**config.mk**
```make
export PLATFORM = sky130hd
export DESIGN_NAME = irq_status_hub
export DESIGN_NICKNAME = d
export VERILOG_FILES = /design/src/rtl/irqh_pkg.sv /design/src/rtl/irqh_cmd_fsm.sv /design/src/rtl/irqh_dma_fsm.sv /design/src/rtl/irqh_sticky.sv /design/src/rtl/irq_status_hub.sv
export SDC_FILE = /design/constraint.sdc
export NUM_CORES = 1
export LEC_CHECK = 0
export ABC_AREA = 1
export BUFFER_PORTS_ARGS = -buffer_cell sky130_fd_sc_hd__buf_2
export CAP_MARGIN = 15
export CORE_UTILIZATION = 43
export CTS_BUF_LIST = sky130_fd_sc_hd__clkbuf_2
export DETAILED_ROUTE_END_ITERATION = 6
export PLACE_DENSITY = 0.81
export SETUP_SLACK_MARGIN = 0.15
export SLEW_MARGIN = 20
export SYNTH_ARGS = -nofsm -noshare
export SYNTH_HDL_FRONTEND = slang
export SYNTH_SLANG_ARGS = --single-unit
```
**constraint.sdc**
```tcl
create_clock -name clk -period 0.91 [get_ports clk]
set_input_delay 0.091 -clock clk [delete_from_list [all_inputs] [get_ports clk]]
set_output_delay 0.091 -clock clk [all_outputs]
set_load 0.05 [all_outputs]
```
**src/rtl/irqh_pkg.sv**
```systemverilog
package irqh_pkg;
    localparam int REG_W   = 8;
    localparam int N_STICK = 4;
    localparam int B_DONE  = 7;
    localparam int B_ABORT = 6;
    localparam int B_BUSY  = 5;
    localparam int B_SUB1  = 4;
    localparam int B_SUB2  = 3;
    localparam int B_RSVD  = 2;
    localparam int B_DMA   = 1;
    localparam int B_AUTO  = 0;
    localparam logic [REG_W-1:0] IRQ_SRC = 8'b1101_1011;

    typedef enum logic {CMD_IDLE = 1'b0, CMD_EXEC = 1'b1} cmd_state_t;
    typedef enum logic {DMA_IDLE = 1'b0, DMA_RUN  = 1'b1} dma_state_t;
endpackage

```
**src/rtl/irqh_cmd_fsm.sv**
```systemverilog
module irqh_cmd_fsm
    import irqh_pkg::*;
(
    input  logic clk,
    input  logic rst_n,
    input  logic start_p,
    input  logic done_p,
    input  logic abort_p,
    input  logic atn_p,
    output logic busy,
    output logic done_evt,
    output logic abort_evt
);
    cmd_state_t state_q, state_d;

    always_ff @(posedge clk or negedge rst_n) begin
        if (!rst_n) state_q <= CMD_IDLE;
        else        state_q <= state_d;
    end

    always_comb begin
        state_d = state_q;
        unique case (state_q)
            CMD_IDLE: if (start_p) state_d = CMD_EXEC;
            CMD_EXEC: if (abort_p || atn_p || done_p) state_d = CMD_IDLE;
        endcase
    end

    always_comb begin
        busy      = 1'b0;
        done_evt  = 1'b0;
        abort_evt = 1'b0;
        unique case (state_q)
            CMD_IDLE: ;
            CMD_EXEC: begin
                busy      = 1'b1;
                abort_evt = abort_p || atn_p;
                done_evt  = done_p && !(abort_p || atn_p);
            end
        endcase
    end
endmodule

```
**src/rtl/irqh_dma_fsm.sv**
```systemverilog
module irqh_dma_fsm
    import irqh_pkg::*;
(
    input  logic clk,
    input  logic rst_n,
    input  logic go_p,
    input  logic end_p,
    input  logic stop_p,
    input  logic abort_p,
    input  logic atn_p,
    output logic cmpl_evt
);
    dma_state_t state_q, state_d;
    logic       term;

    assign term = end_p || stop_p || abort_p || atn_p;

    always_ff @(posedge clk or negedge rst_n) begin
        if (!rst_n) state_q <= DMA_IDLE;
        else        state_q <= state_d;
    end

    always_comb begin
        state_d  = state_q;
        cmpl_evt = 1'b0;
        unique case (state_q)
            DMA_IDLE: if (go_p) state_d = DMA_RUN;
            DMA_RUN: if (term) begin
                state_d  = DMA_IDLE;
                cmpl_evt = 1'b1;
            end
        endcase
    end
endmodule

```
**src/rtl/irqh_sticky.sv**
```systemverilog
module irqh_sticky #(
    parameter int W = 4
) (
    input  logic         clk,
    input  logic         rst_n,
    input  logic [W-1:0] set_v,
    input  logic [W-1:0] clr_v,
    output logic [W-1:0] q
);
    for (genvar i = 0; i < W; i++) begin : g_bit
        always_ff @(posedge clk or negedge rst_n) begin
            if (!rst_n)        q[i] <= 1'b0;
            else if (set_v[i]) q[i] <= 1'b1;
            else if (clr_v[i]) q[i] <= 1'b0;
        end
    end
endmodule

```
**src/rtl/irq_status_hub.sv**
```systemverilog
module irq_status_hub
    import irqh_pkg::*;
(
    input  logic             clk,
    input  logic             rst_n,
    input  logic             cmd_start_p,
    input  logic             cmd_done_p,
    input  logic             abort_cmd_p,
    input  logic             atn_p,
    input  logic             dma_go_p,
    input  logic             dma_end_p,
    input  logic             dma_stop_p,
    input  logic             auto_en,
    input  logic             auto_done_p,
    input  logic             sub1_pend,
    input  logic             sub2_pend,
    input  logic             wr_en,
    input  logic             wr_sel,
    input  logic [REG_W-1:0] wr_data,
    output logic [REG_W-1:0] status_o,
    output logic [REG_W-1:0] mask_o,
    output logic             irq_o
);
    logic busy, done_evt, abort_evt, dma_evt;
    logic status_wr;
    logic [N_STICK-1:0] set_v, clr_v, stick_q;
    logic [REG_W-1:0]   mask_q;

    irqh_cmd_fsm u_cmd (
        .clk(clk), .rst_n(rst_n), .start_p(cmd_start_p), .done_p(cmd_done_p),
        .abort_p(abort_cmd_p), .atn_p(atn_p), .busy(busy),
        .done_evt(done_evt), .abort_evt(abort_evt)
    );

    irqh_dma_fsm u_dma (
        .clk(clk), .rst_n(rst_n), .go_p(dma_go_p), .end_p(dma_end_p),
        .stop_p(dma_stop_p), .abort_p(abort_cmd_p), .atn_p(atn_p),
        .cmpl_evt(dma_evt)
    );

    // sticky order: [3]=done, [2]=abort, [1]=dma, [0]=auto
    assign status_wr = wr_en && !wr_sel;
    assign set_v = {done_evt, abort_evt, dma_evt, auto_en && auto_done_p};
    assign clr_v = {wr_data[B_DONE], wr_data[B_ABORT], wr_data[B_DMA], wr_data[B_AUTO]}
                   & {N_STICK{status_wr}};

    irqh_sticky #(.W(N_STICK)) u_stick (
        .clk(clk), .rst_n(rst_n), .set_v(set_v), .clr_v(clr_v), .q(stick_q)
    );

    always_ff @(posedge clk or negedge rst_n) begin
        if (!rst_n)                mask_q <= '0;
        else if (wr_en && wr_sel)  mask_q <= wr_data;
    end

    always_comb begin
        status_o          = '0;
        status_o[B_DONE]  = stick_q[3];
        status_o[B_ABORT] = stick_q[2];
        status_o[B_BUSY]  = busy;
        status_o[B_SUB1]  = sub1_pend;
        status_o[B_SUB2]  = sub2_pend;
        status_o[B_DMA]   = stick_q[1];
        status_o[B_AUTO]  = stick_q[0];
    end

    assign mask_o = mask_q;
    assign irq_o  = |(status_o & mask_q & IRQ_SRC);
endmodule

```
* Word level (Yosys, flattened, before mapping)
Cells that the tools add are included.
** Cells by class
- Bitwise gates (word level) :: 4
- Muxes and demuxes :: 19
- Reduce and logical (&&, ||, !) cells :: 16
** Operators by type and width (count)
- 1-bit 2-to-1 mux :: 17
- 8-bit AND :: 1
- 2-bit nonzero test :: 4
- 6-bit OR reduction :: 1
- 1-bit logical OR :: 5
- 4-bit AND :: 1
- 1-bit logical AND :: 4
- 1-bit case mux with 2 select lines :: 2
- 1-bit zero test :: 2
- 1-bit NOT :: 2
** Word-level totals
- Flip-flop bits (word level) :: 14
- Input bits :: 23
- Output and inout port bits :: 17

* Depth between registers and ports, before layout
Gate-level depths: netlist of run 1.
- Depth after elaboration :: 6
- Depth in mapped cells :: 5
- Gate-level depth less buffers :: 4

* Hierarchy
A second synthesis of run 1 with hierarchy kept.
** Second synthesis, totals
- Cell total of the unflattened synthesis :: 97
- Area, all modules :: 728.2 um2
** Modules (own cells, without submodules)
- irq_status_hub :: instances 1, area each 446.7 um2, cells an instance 59, seq. area each 200.2 um2
- irqh_sticky :: instances 1, area each 160.2 um2, cells an instance 20, seq. area each 100.1 um2
- irqh_cmd_fsm :: instances 1, area each 62.6 um2, cells an instance 10, seq. area each 25.0 um2
- irqh_dma_fsm :: instances 1, area each 58.8 um2, cells an instance 8, seq. area each 25.0 um2

* Worst setup path after synthesis of run 1
No wires, ideal clock.
- Path kind :: reg2out
- Start :: register u_stick.q[1]
- End :: output irq_o
- Arrival time :: 1166 ps
- Cell stages (with the launch flop) :: 5
- Slack :: -347 ps
- Required time :: 819 ps
- Path through :: dfrtp_1 > nand2_1 > nand2_1 > nor2_1 > nand2_1
** On the way
- Cells in the longest elaborated chain, start to end :: 2
** RTL lines
- start: declaration :: line irqh_sticky.sv:8 : output logic [W-1:0] q
- start signal: indexed assignment :: line irqh_sticky.sv:12 : if (!rst_n) q[i] <= 1'b0;
- start signal: indexed assignment :: line irqh_sticky.sv:13 : else if (set_v[i]) q[i] <= 1'b1;
- start signal: indexed assignment :: line irqh_sticky.sv:14 : else if (clr_v[i]) q[i] <= 1'b0;
- 8-bit AND :: line irq_status_hub.sv:68 : assign irq_o = |(status_o & mask_q & IRQ_SRC);
- 6-bit OR reduction :: line irq_status_hub.sv:68
- end: declaration :: line irq_status_hub.sv:22 : output logic irq_o
Every way passes these cells.

* Final worst setup path of run 1
- Start :: register mask_q[6], in the netlist mask_o[6]
- End :: output irq_o
** On the way
- Cells in the longest elaborated chain, start to end :: 2
** RTL lines
- start: declaration :: line irq_status_hub.sv:27 : logic [REG_W-1:0] mask_q;
- start signal: assignment :: line irq_status_hub.sv:53 : else if (wr_en && wr_sel) mask_q <= wr_data;
- 8-bit AND :: line irq_status_hub.sv:68
- 6-bit OR reduction :: line irq_status_hub.sv:68
Every way passes these cells.

==> metrics.txt, run 1 <==
status=finished, violations left; failing checks=hold timing, setup timing; cell internal pwr=approximately 1.3 mW; RePlAce Congestion=0.738; root buf cell=clkbuf_2; Non-Filler Instances=~160; port bufs=38; Place WS=-35.4 ps; initial antenna violation count=0; largest net degree at the start of global routing=15; first-iteration detailed-routing DRC count=31; CP Capture Point=irq_o; Critical Path End Type=primary output; Worst Path Class, Setup=reg2out; Core Rows=13; Die Height=41.5 µm; Mean Syn Cell Area=~7.7 µm²; DP Cell Count=around 140; Slew Viols, Final=0; Nets=170; Worst-path clk slew=160 ps; Die Wd=41.5 µm; Static Leak=~0.67 nW; r2r endpoint=mask_o[0]$_DFFE_PN0P_; Max Clock Skew=between 10 and 15 ps; commonest non-fill, non-tap cell in the layout=nand2_1; DR vias=between 800 and 900; vias in the first global route=between 700 and 800; crit-path max cell delay=450 ps; Logic pwr share=50.2%; ant diodes=0; gr usage total=between 20 and 25%; syn_nets=110; Setup violations, final=17; Syn Inst Count=87; layout cell share with drive strength beyond 1=58.2%; fin crit share=144%; min Tclk post-route=1310 ps; worst hold path class=in2reg; sequential share of power=a little over a third; most frequent cells in the layout=nand2_1 (35), buf_2 (24), buf_6 (22); CORE AREA=around 1400 µm²; register area share after synthesis=52.3%; # fillers=59; r2r setup slk=-110 ps; Area after DPL=a little over 900 µm²; Critical Path AT=around 1200 ps; post-synth cell types=9; Switch Pwr=roughly 0.9 mW; Largest delay share family, worst path=flip-flops; CTS tree=done; final setup margin=-405 ps; starting density of the core=about half; P&R area growth vs syn=86.4%; Clock power frac=between 10% and 20%; maxcap violations=0; worst-skew pair later-pin latency=about 310 ps; crit-path max FO=2; drt wl/cell=17.3 µm; Routed Antenna Nets=0; worst IR drop on VDD=~0.0012 V; # clock sinks=14; switch share=a little over two fifths; final instance area=1250 µm²; highest routed layer=met4; Metal-1 WL=~940 µm; first-pass detailed-route iteration total=4; io pins=40; # DRC=0; WP buf/inv=1; Num CTS Buffers=3; met2 WL post-DR=1370 µm; die area=roughly 1700 µm²; Mapped Area=669 µm²; Yosys reg bits=14; area of the multi-input gates=284 µm²; reg2reg start=mask_o[0]$_DFFE_PN0P_; Power Dens Cells=1780 nW/µm²; first-pass GRT wire length=between 3000 and 4000 µm; R2R depth=5; vias per inst=5.50; Ys Warns=0; Final Hold Viols=1; final wirelength=2780 µm; Max Clock Freq=approximately 0.76 GHz; crit-path cells=nand2_1 > nand2_1 > nor2_1 > nand2_2 > buf_6; crit path from=mask_o[6]$_DFFE_PN0P_; number of cells on the critical path=5; critical path launch point type=flip-flop; Hold Path Origin=dma_go_p; # H-tree levels=1; crit-path most repeated cell=nand2_1; WL met3=between 200 and 300 µm; GRT overflow=0; CTS max path bufs=2; RSZ-0062 raised after global routing=true; worst slack on hold paths=-12.2 ps; critical path required time=about 800 ps; CP max stage cell=dfrtp_2; DP HPWL=~1200 µm; area occupied by registers=roughly 370 µm²
[final cells by class]
cell class / count / area share [%]
Clock inverter: 1 / 0.301
Inverter: 4 / 1.20
Sequential cell: 14 / 29.3
Multi-Input combinational cell: 63 / 22.8
Tap cell: 15 / 1.50
Clock buffer: 3 / 1.20
Timing Repair Buffer: 61 / 43.7
[cells in the mapped netlist]
library cell,instances,area (µm²)
buf_4,5,37.5
buf_6,1,11.3
conb_1,1,3.75
dfrtp_1,14,350
inv_1,4,15.0
nand2_1,43,161
nand3_1,14,70.1
nor2_1,4,15.0
o21ai_0,1,5.00
[sequential cells by signal (all words and copies together) (netlist names)]
signal,flops
u_stick.q,4
mask_o,8
u_cmd.state_q,1
u_dma.state_q,1
[worst register-to-register path: stages, from the launching register on]
cell and delay (ps):
dfrtp_2 450, buf_6 120, buf_6 110, buf_6 110, nand2_2 50, nand2_1 80
[cells by family (layout without fill, tap and decap cells)]
| group | Yosys count | after routing | synth area share, % |
|---|---|---|---|
| compound gates | 1 | 1 | 0.747 |
| simple gates | 61 | 61 | 36.8 |
| other cells | 1 | 1 | 0.560 |
| buf+inv | 10 | 69 | 9.53 |
| flops | 14 | 14 | 52.3 |
[metrics by stage]
step / total power [mW] / utilization [%] / setup TNS [ps]
after global placement: 1.47 / 67.5 / -40.8
after CTS: 1.99 / 82.1 / -2050
after global routing: 2.28 / 91.3 / -3350
after floorplan: 1.25 / - / -127
final: 2.23 / 91.3 / -3180
after detailed placement: 1.48 / 67.5 / -35.4
[routing by layer]
| layer | track usage, % | vias to the layer above |
|---|---|---|
| met1 | 25.4 | 407 |
| met3 | 6.09 | 24 |
| li1 | - | 385 |
| met4 | 15.5 | 0 |
| met5 | 0 | - |
| met2 | 42.8 | 70 |
[what timing repair did]
item                                    CTS  global route
endpoints found under the setup margin   16            23
gates resized for setup                  45            18
hold endpoints to repair                 15             0
hold buffers                              2             0
buffers inserted                          2             9
pin swaps                                 5            11
[power groups by stage]
stage,clock network [mW],logic [mW],registers (mW)
after floorplan,0,0.225,1.02
after CTS,0.308,0.919,0.766
after detailed placement,0,0.713,0.766
after global routing,0.337,1.16,0.783
final,0.328,1.12,0.780
after global placement,0,0.706,0.761
[worst min path at each step]
stage	endpoint	slack [ps]	cells after the start
floorplan	mask_o[0]$_DFFE_PN0P_	-200	0
global placement	u_cmd.state_q$_DFF_PN0_	0.5	1
global route	u_dma.state_q$_DFF_PN0_	-5	3
CTS	u_dma.state_q$_DFF_PN0_	3	3
detailed placement	u_cmd.state_q$_DFF_PN0_	5	1
finish	u_dma.state_q$_DFF_PN0_	-10	3
Note: power is estimated with default switching activity, not from simulation.
==> inputs of run 2 (changes only) <==
Settings changed: RECOVER_POWER set to 50.
==> run 2 against run 1 <==
Effect of this change: the run still ends with hold timing, setup timing left; via count is the same; design area is 0.20% lower; clock skew is the same; hold slack unchanged; combinational power hardly changed; total power about the same; first-iteration DRC count unchanged; sequential share of layout area grew 0.059 points; die area unchanged; fmax hardly changed; non-clock buffer count unchanged; critical path type unchanged; largest cell class unchanged; highest routed layer unchanged.
==> metrics.txt, run 2 (synthesis results as in run 1) <==
Static Leak=0.669 nW (-0.78%); P&R area growth vs syn=86.0%; failing checks=hold timing, setup timing; ant diodes=0 (unchanged); Num CTS Buffers=3 (unchanged); Hold Path End=u_dma.state_q$_DFF_PN0_; vias per inst=5.50 (unchanged); Final Hold Viols=1 (unchanged); CTS max path bufs=2 (unchanged); crit-path max FO=2 (unchanged); DP Cell Count=144 (unchanged); root buf cell=clkbuf_2; initial antenna violation count=0 (unchanged); Place WS=-35.4 ps (unchanged); drt wl/cell=17.3 µm (+0.11%); r2r setup slk=-110 ps (about the same); Fin Setup TNS=-3180 ps (+0.290 ps); R2R depth=5 (unchanged); normalized max-slew margin=~60%; min Tclk post-route=1310 ps (-0.0560 ps); Power Dens Cells=1790 nW/µm² (+0.15%); # clock sinks=14 (unchanged); gr usage total=24.3% (unchanged); first-pass GRT wire length=3190 µm (unchanged); Non-Filler Instances=161 (unchanged); PnR Total Power=2.22 mW (about the same); critical path launch point type=flip-flop; Slew Viols, Final=0 (unchanged); most frequent cells in the layout=nand2_1 (35), buf_6 (22), buf_2 (21); worst-skew pair later-pin latency=310 ps (about the same); worst IR drop on VDD=0.00124 V (about the same); Setup violations, final=17 (unchanged); Die Wd=41.5 µm (unchanged); RSZ-0062 raised after global routing=true; fin crit share=144% (about the same); layout cell share with drive strength beyond 1=56.8% (-1.4 points); Core Rows=13 (unchanged); CORE AREA=1370 µm² (unchanged); CTS tree=done; GRT overflow=0 (unchanged); critical path required time=820 ps (about the same); # H-tree levels=1 (unchanged); starting density of the core=49.0% (unchanged); Critical Path AT=1220 ps (about the same); worst slack on hold paths=-12.2 ps (unchanged); final instance area=1240 µm² (-0.20%); Max Clock Freq=0.761 GHz (about the same); r2r endpoint=mask_o[0]$_DFFE_PN0P_; final wirelength=2790 µm (+0.11%); Area after DPL=922 µm² (unchanged); hold path depth=3 (unchanged); first-iteration detailed-routing DRC count=31 (unchanged); first-pass detailed-route iteration total=4 (unchanged); DR vias=886 (unchanged); reg2reg start=mask_o[0]$_DFFE_PN0P_; Routed Antenna Nets=0 (unchanged); maxcap violations=0 (unchanged); io pins=40 (unchanged); Finished Core Util=91.1% (-0.18 points); Worst Path Class, Setup=reg2out; commonest non-fill, non-tap cell in the layout=nand2_1; vias in the first global route=749 (unchanged); Hold Path Origin=dma_go_p; status=finished, violations left; Worst-path clk slew=160 ps (about the same); # DRC=0 (unchanged); RePlAce Congestion=0.738 (unchanged); Die Height=41.5 µm (unchanged); largest net degree at the start of global routing=15 (unchanged); Nets=170 (unchanged); max reg flops=8 (unchanged); actual slew at the worst max-slew pin=602 ps; Critical Path End Type=primary output; DP HPWL=1200 µm (unchanged); die area=1720 µm² (unchanged); Max Clock Skew=12.9 ps (unchanged); final setup margin=-405 ps (+0.0560 ps); port bufs=38 (unchanged); worst hold path class=in2reg
[run 2: changes by cell type in the layout (fill, tap and decap cells not counted)]
| cell | change |
|---|---|
| buf_2 | -3 |
| clkbuf_1 | +2 |
| clkbuf_2 | +1 |
[run 2: routing by layer]
layer | routed length (µm) | global-route usage (%) | up-vias | part of all wire [%]
met4 | 192 | 15.5 | 0 | 6.9
li1 | - | - | 385 | -
met3 | 283 | 6.09 | 24 | 10
met1 | 945 | 25.4 | 407 | 34
met2 | 1370 | 42.8 | 70 | 49
met5 | 0 | 0 | - | 0
[run 2: layout make-up]
class                   count  area [µm²]
flip-flops and latches     14         365
well taps                  15        18.8
clock buffers               3        15.0
repair buffers             61         543
clock inverters             1        3.75
fillers                    61         121
multi-input cells          63         284
inverters                   4        15.0
[run 2: worst max-delay path: stages (launching register included)]
cell     delay (ps)
dfrtp_2         450
nand2_1          70
nand2_1          60
nor2_1          120
nand2_2          60
buf_6           150
[run 2: worst max-delay path by stage]
stage | endpoint | slack (ps) | start
6_report | irq_o | -400 | mask_o[6]$_DFFE_PN0P_
5_1_grt | irq_o | -420 | u_stick.q[1]$_DFFE_PN0P_
4_1_cts | irq_o | -330 | u_stick.q[1]$_DFFE_PN0P_
3_5_place_dp | irq_o | -40 | u_stick.q[1]$_DFFE_PN0P_
3_3_place_gp | irq_o | -40 | u_stick.q[0]$_DFFE_PN0P_
2_1_floorplan | irq_o | -130 | u_stick.q[1]$_DFFE_PN0P_
[run 2: power by group]
| part | internal, mW | total [mW] | switching (mW) |
|---|---|---|---|
| clock network | 0.0953 | 0.328 | 0.233 |
| logic | 0.491 | 1.12 | 0.624 |
| registers | 0.711 | 0.780 | 0.0692 |
[run 2: repair_timing]
action                                  in CTS  in global routing
hold buffers                                 2                  0
gates cloned                                 0                  0
endpoints found under the setup margin      16                 23
pin swaps                                    5                 11
resized for setup                           45                 18
hold endpoints to repair                    15                  0
buffers inserted                             2                  9
==> inputs of run 3 (changes only) <==
Clock period 0.91 ns to 1.3 ns, I/O delays scaled along.
==> run 3 against run 2 <==
Effect of this change: the run now ends clean; total power decreased by 45%; worst setup slack improved by 430 ps; register-to-register slack improved by 640 ps.
==> metrics.txt, run 3 (synthesis results as in run 1) <==
commonest non-fill, non-tap cell in the layout=nand2_1; vias in the first global route=626 (-16%); layout cell share with drive strength beyond 1=41.3% (-16 points); CTS max path bufs=2 (unchanged); Core Rows=13 (unchanged); Fin Setup TNS=0 ps (+3180 ps); worst slack on hold paths=43.1 ps (+55.3 ps); starting density of the core=49.0% (unchanged); min Tclk post-route=1270 ps; maxcap violations=0 (unchanged); Max Clock Skew=12.1 ps (-0.828 ps); crit-path max FO=2 (unchanged); fin crit share=97.9%; normalized max-slew margin=50.2% (-9.8 points); drt wl/cell=11.0 µm (-36%); Max Clock Freq=slightly below 0.8 GHz; first-iteration detailed-routing DRC count=28 (-9.7%); Die Wd=41.5 µm (unchanged); Worst-path clk slew=140 ps (-20 ps); final setup margin=27.6 ps (+432 ps); RePlAce Congestion=0.728 (-1.3%); critical path launch point type=flip-flop; status=finished clean; initial antenna violation count=0 (unchanged); Final Hold Viols=0 (-1); Finished Core Util=67.1% (-24 points); area occupied by registers=363 µm² (-0.68%); CORE AREA=1370 µm² (unchanged); DP HPWL=1080 µm (-10%); Static Leak=0.523 nW (-22%); Die Height=41.5 µm (unchanged); Worst Path Class, Setup=reg2out; CTS tree=done; Critical Path AT=1140 ps (-80 ps); # DRC=0 (unchanged); ant diodes=0 (unchanged); Routed Antenna Nets=0 (unchanged); first-pass detailed-route iteration total=6 (+2); GRT overflow=0 (unchanged); io pins=40 (unchanged); Nets=150 (-12%); Num CTS Buffers=3 (unchanged); root buf cell=clkbuf_2; # fillers=127 (+110%); gr usage total=19.5% (-4.8 points); Slew Viols, Final=0 (unchanged); Power Dens Cells=1340 nW/µm² (-25%); Critical Path End Type=primary output; vias per inst=5.02 (-8.8%); actual slew at the worst max-slew pin=747 ps (+145 ps); max reg flops=8 (unchanged); most frequent cells in the layout=nand2_1 (42), buf_2 (32), nand3_1 (14); # clock sinks=14 (unchanged); RSZ-0062 raised after global routing=true; Place WS=284 ps (+319 ps); worst-skew pair later-pin latency=270 ps (-40 ps); Setup violations, final=0 (-17); die area=1720 µm² (unchanged); worst IR drop on VDD=0.000724 V (-42%); P&R area growth vs syn=37.0%; DP Cell Count=134 (-6.9%); area of the multi-input gates=260 µm² (-8.4%); Non-Filler Instances=141 (-12%); first-pass GRT wire length=2640 µm (-17%); critical path required time=1170 ps (+350 ps); worst hold path class=in2reg; DR vias=708 (-20%); largest net degree at the start of global routing=15 (unchanged); port bufs=38 (unchanged); final wirelength=1550 µm (-44%); # H-tree levels=1 (unchanged)
run 3: cell count changes in the layout (fill, tap and decap cells not counted), moves of 2 or more:
cell and delta:
dfrtp_2 -2, buf_4 -4, nand2_2 -7, buf_2 +11, buf_6 -20, buf_8 -6
nand2_1 +7, dfrtp_1 +2
run 3: final cells by class:
cell class,instances,area share (%)
inverters,4,1.64
multi-input cells,63,28.4
flip-flops and latches,14,39.6
clock buffers,3,1.64
repair buffers,41,26.3
clock inverters,1,0.409
well taps,15,2.05
run 3: repair_timing:
item	4_1_cts	5_1_grt
setup endpoints to repair	1	3
hold endpoints to repair	14	0
buffers inserted	2	0
gates resized for setup	4	6
pin swaps	1	0
hold buffers	1	0
run 3: worst paths after layout:
check	from	endpoint	slack [ps]	cells past startpoint
worst max register to register	u_stick.q[3]$_DFFE_PN0P_	u_stick.q[3]$_DFFE_PN0P_	530	3
worst max-delay path	u_stick.q[3]$_DFFE_PN0P_	irq_o	30	5
worst min register to register	mask_o[2]$_DFFE_PN0P_	mask_o[2]$_DFFE_PN0P_	490	2
min in group asynchronous	rst_n	u_stick.q[0]$_DFFE_PN0P_	410	2
max in group asynchronous	rst_n	u_stick.q[2]$_DFFE_PN0P_	360	2
worst min-delay path	auto_done_p	u_stick.q[0]$_DFFE_PN0P_	40	3
run 3: worst max-delay path, stage by stage, from the launching register on:
cell and delay, ps:
dfrtp_2 440, nand2_1 60, nand2_1 60, nor2_2 110, nand2_2 50, buf_6 150
run 3: stage by stage:
stage,power [mW],cell area (µm²)
after floorplan,0.871,684
after global placement,0.975,845
after detailed placement,0.984,845
after CTS,1.22,900
after global routing,1.30,917
final,1.23,917
run 3: routing by layer:
layer	track usage, %	vias to the layer above	part of all wire, %
met5	0	-	0
met4	7.74	0	2.7
met3	4.78	10	9.4
met2	31.9	47	47
met1	24.8	305	41
li1	-	346	-
run 3: report_power, final:
| group | switching, mW | total (mW) | internal, mW |
|---|---|---|---|
| logic | 0.347 | 0.493 | 0.146 |
| registers | 0.0386 | 0.535 | 0.496 |
| clock network | 0.137 | 0.204 | 0.0668 |
| total | 0.523 | 1.23 | 0.709 |
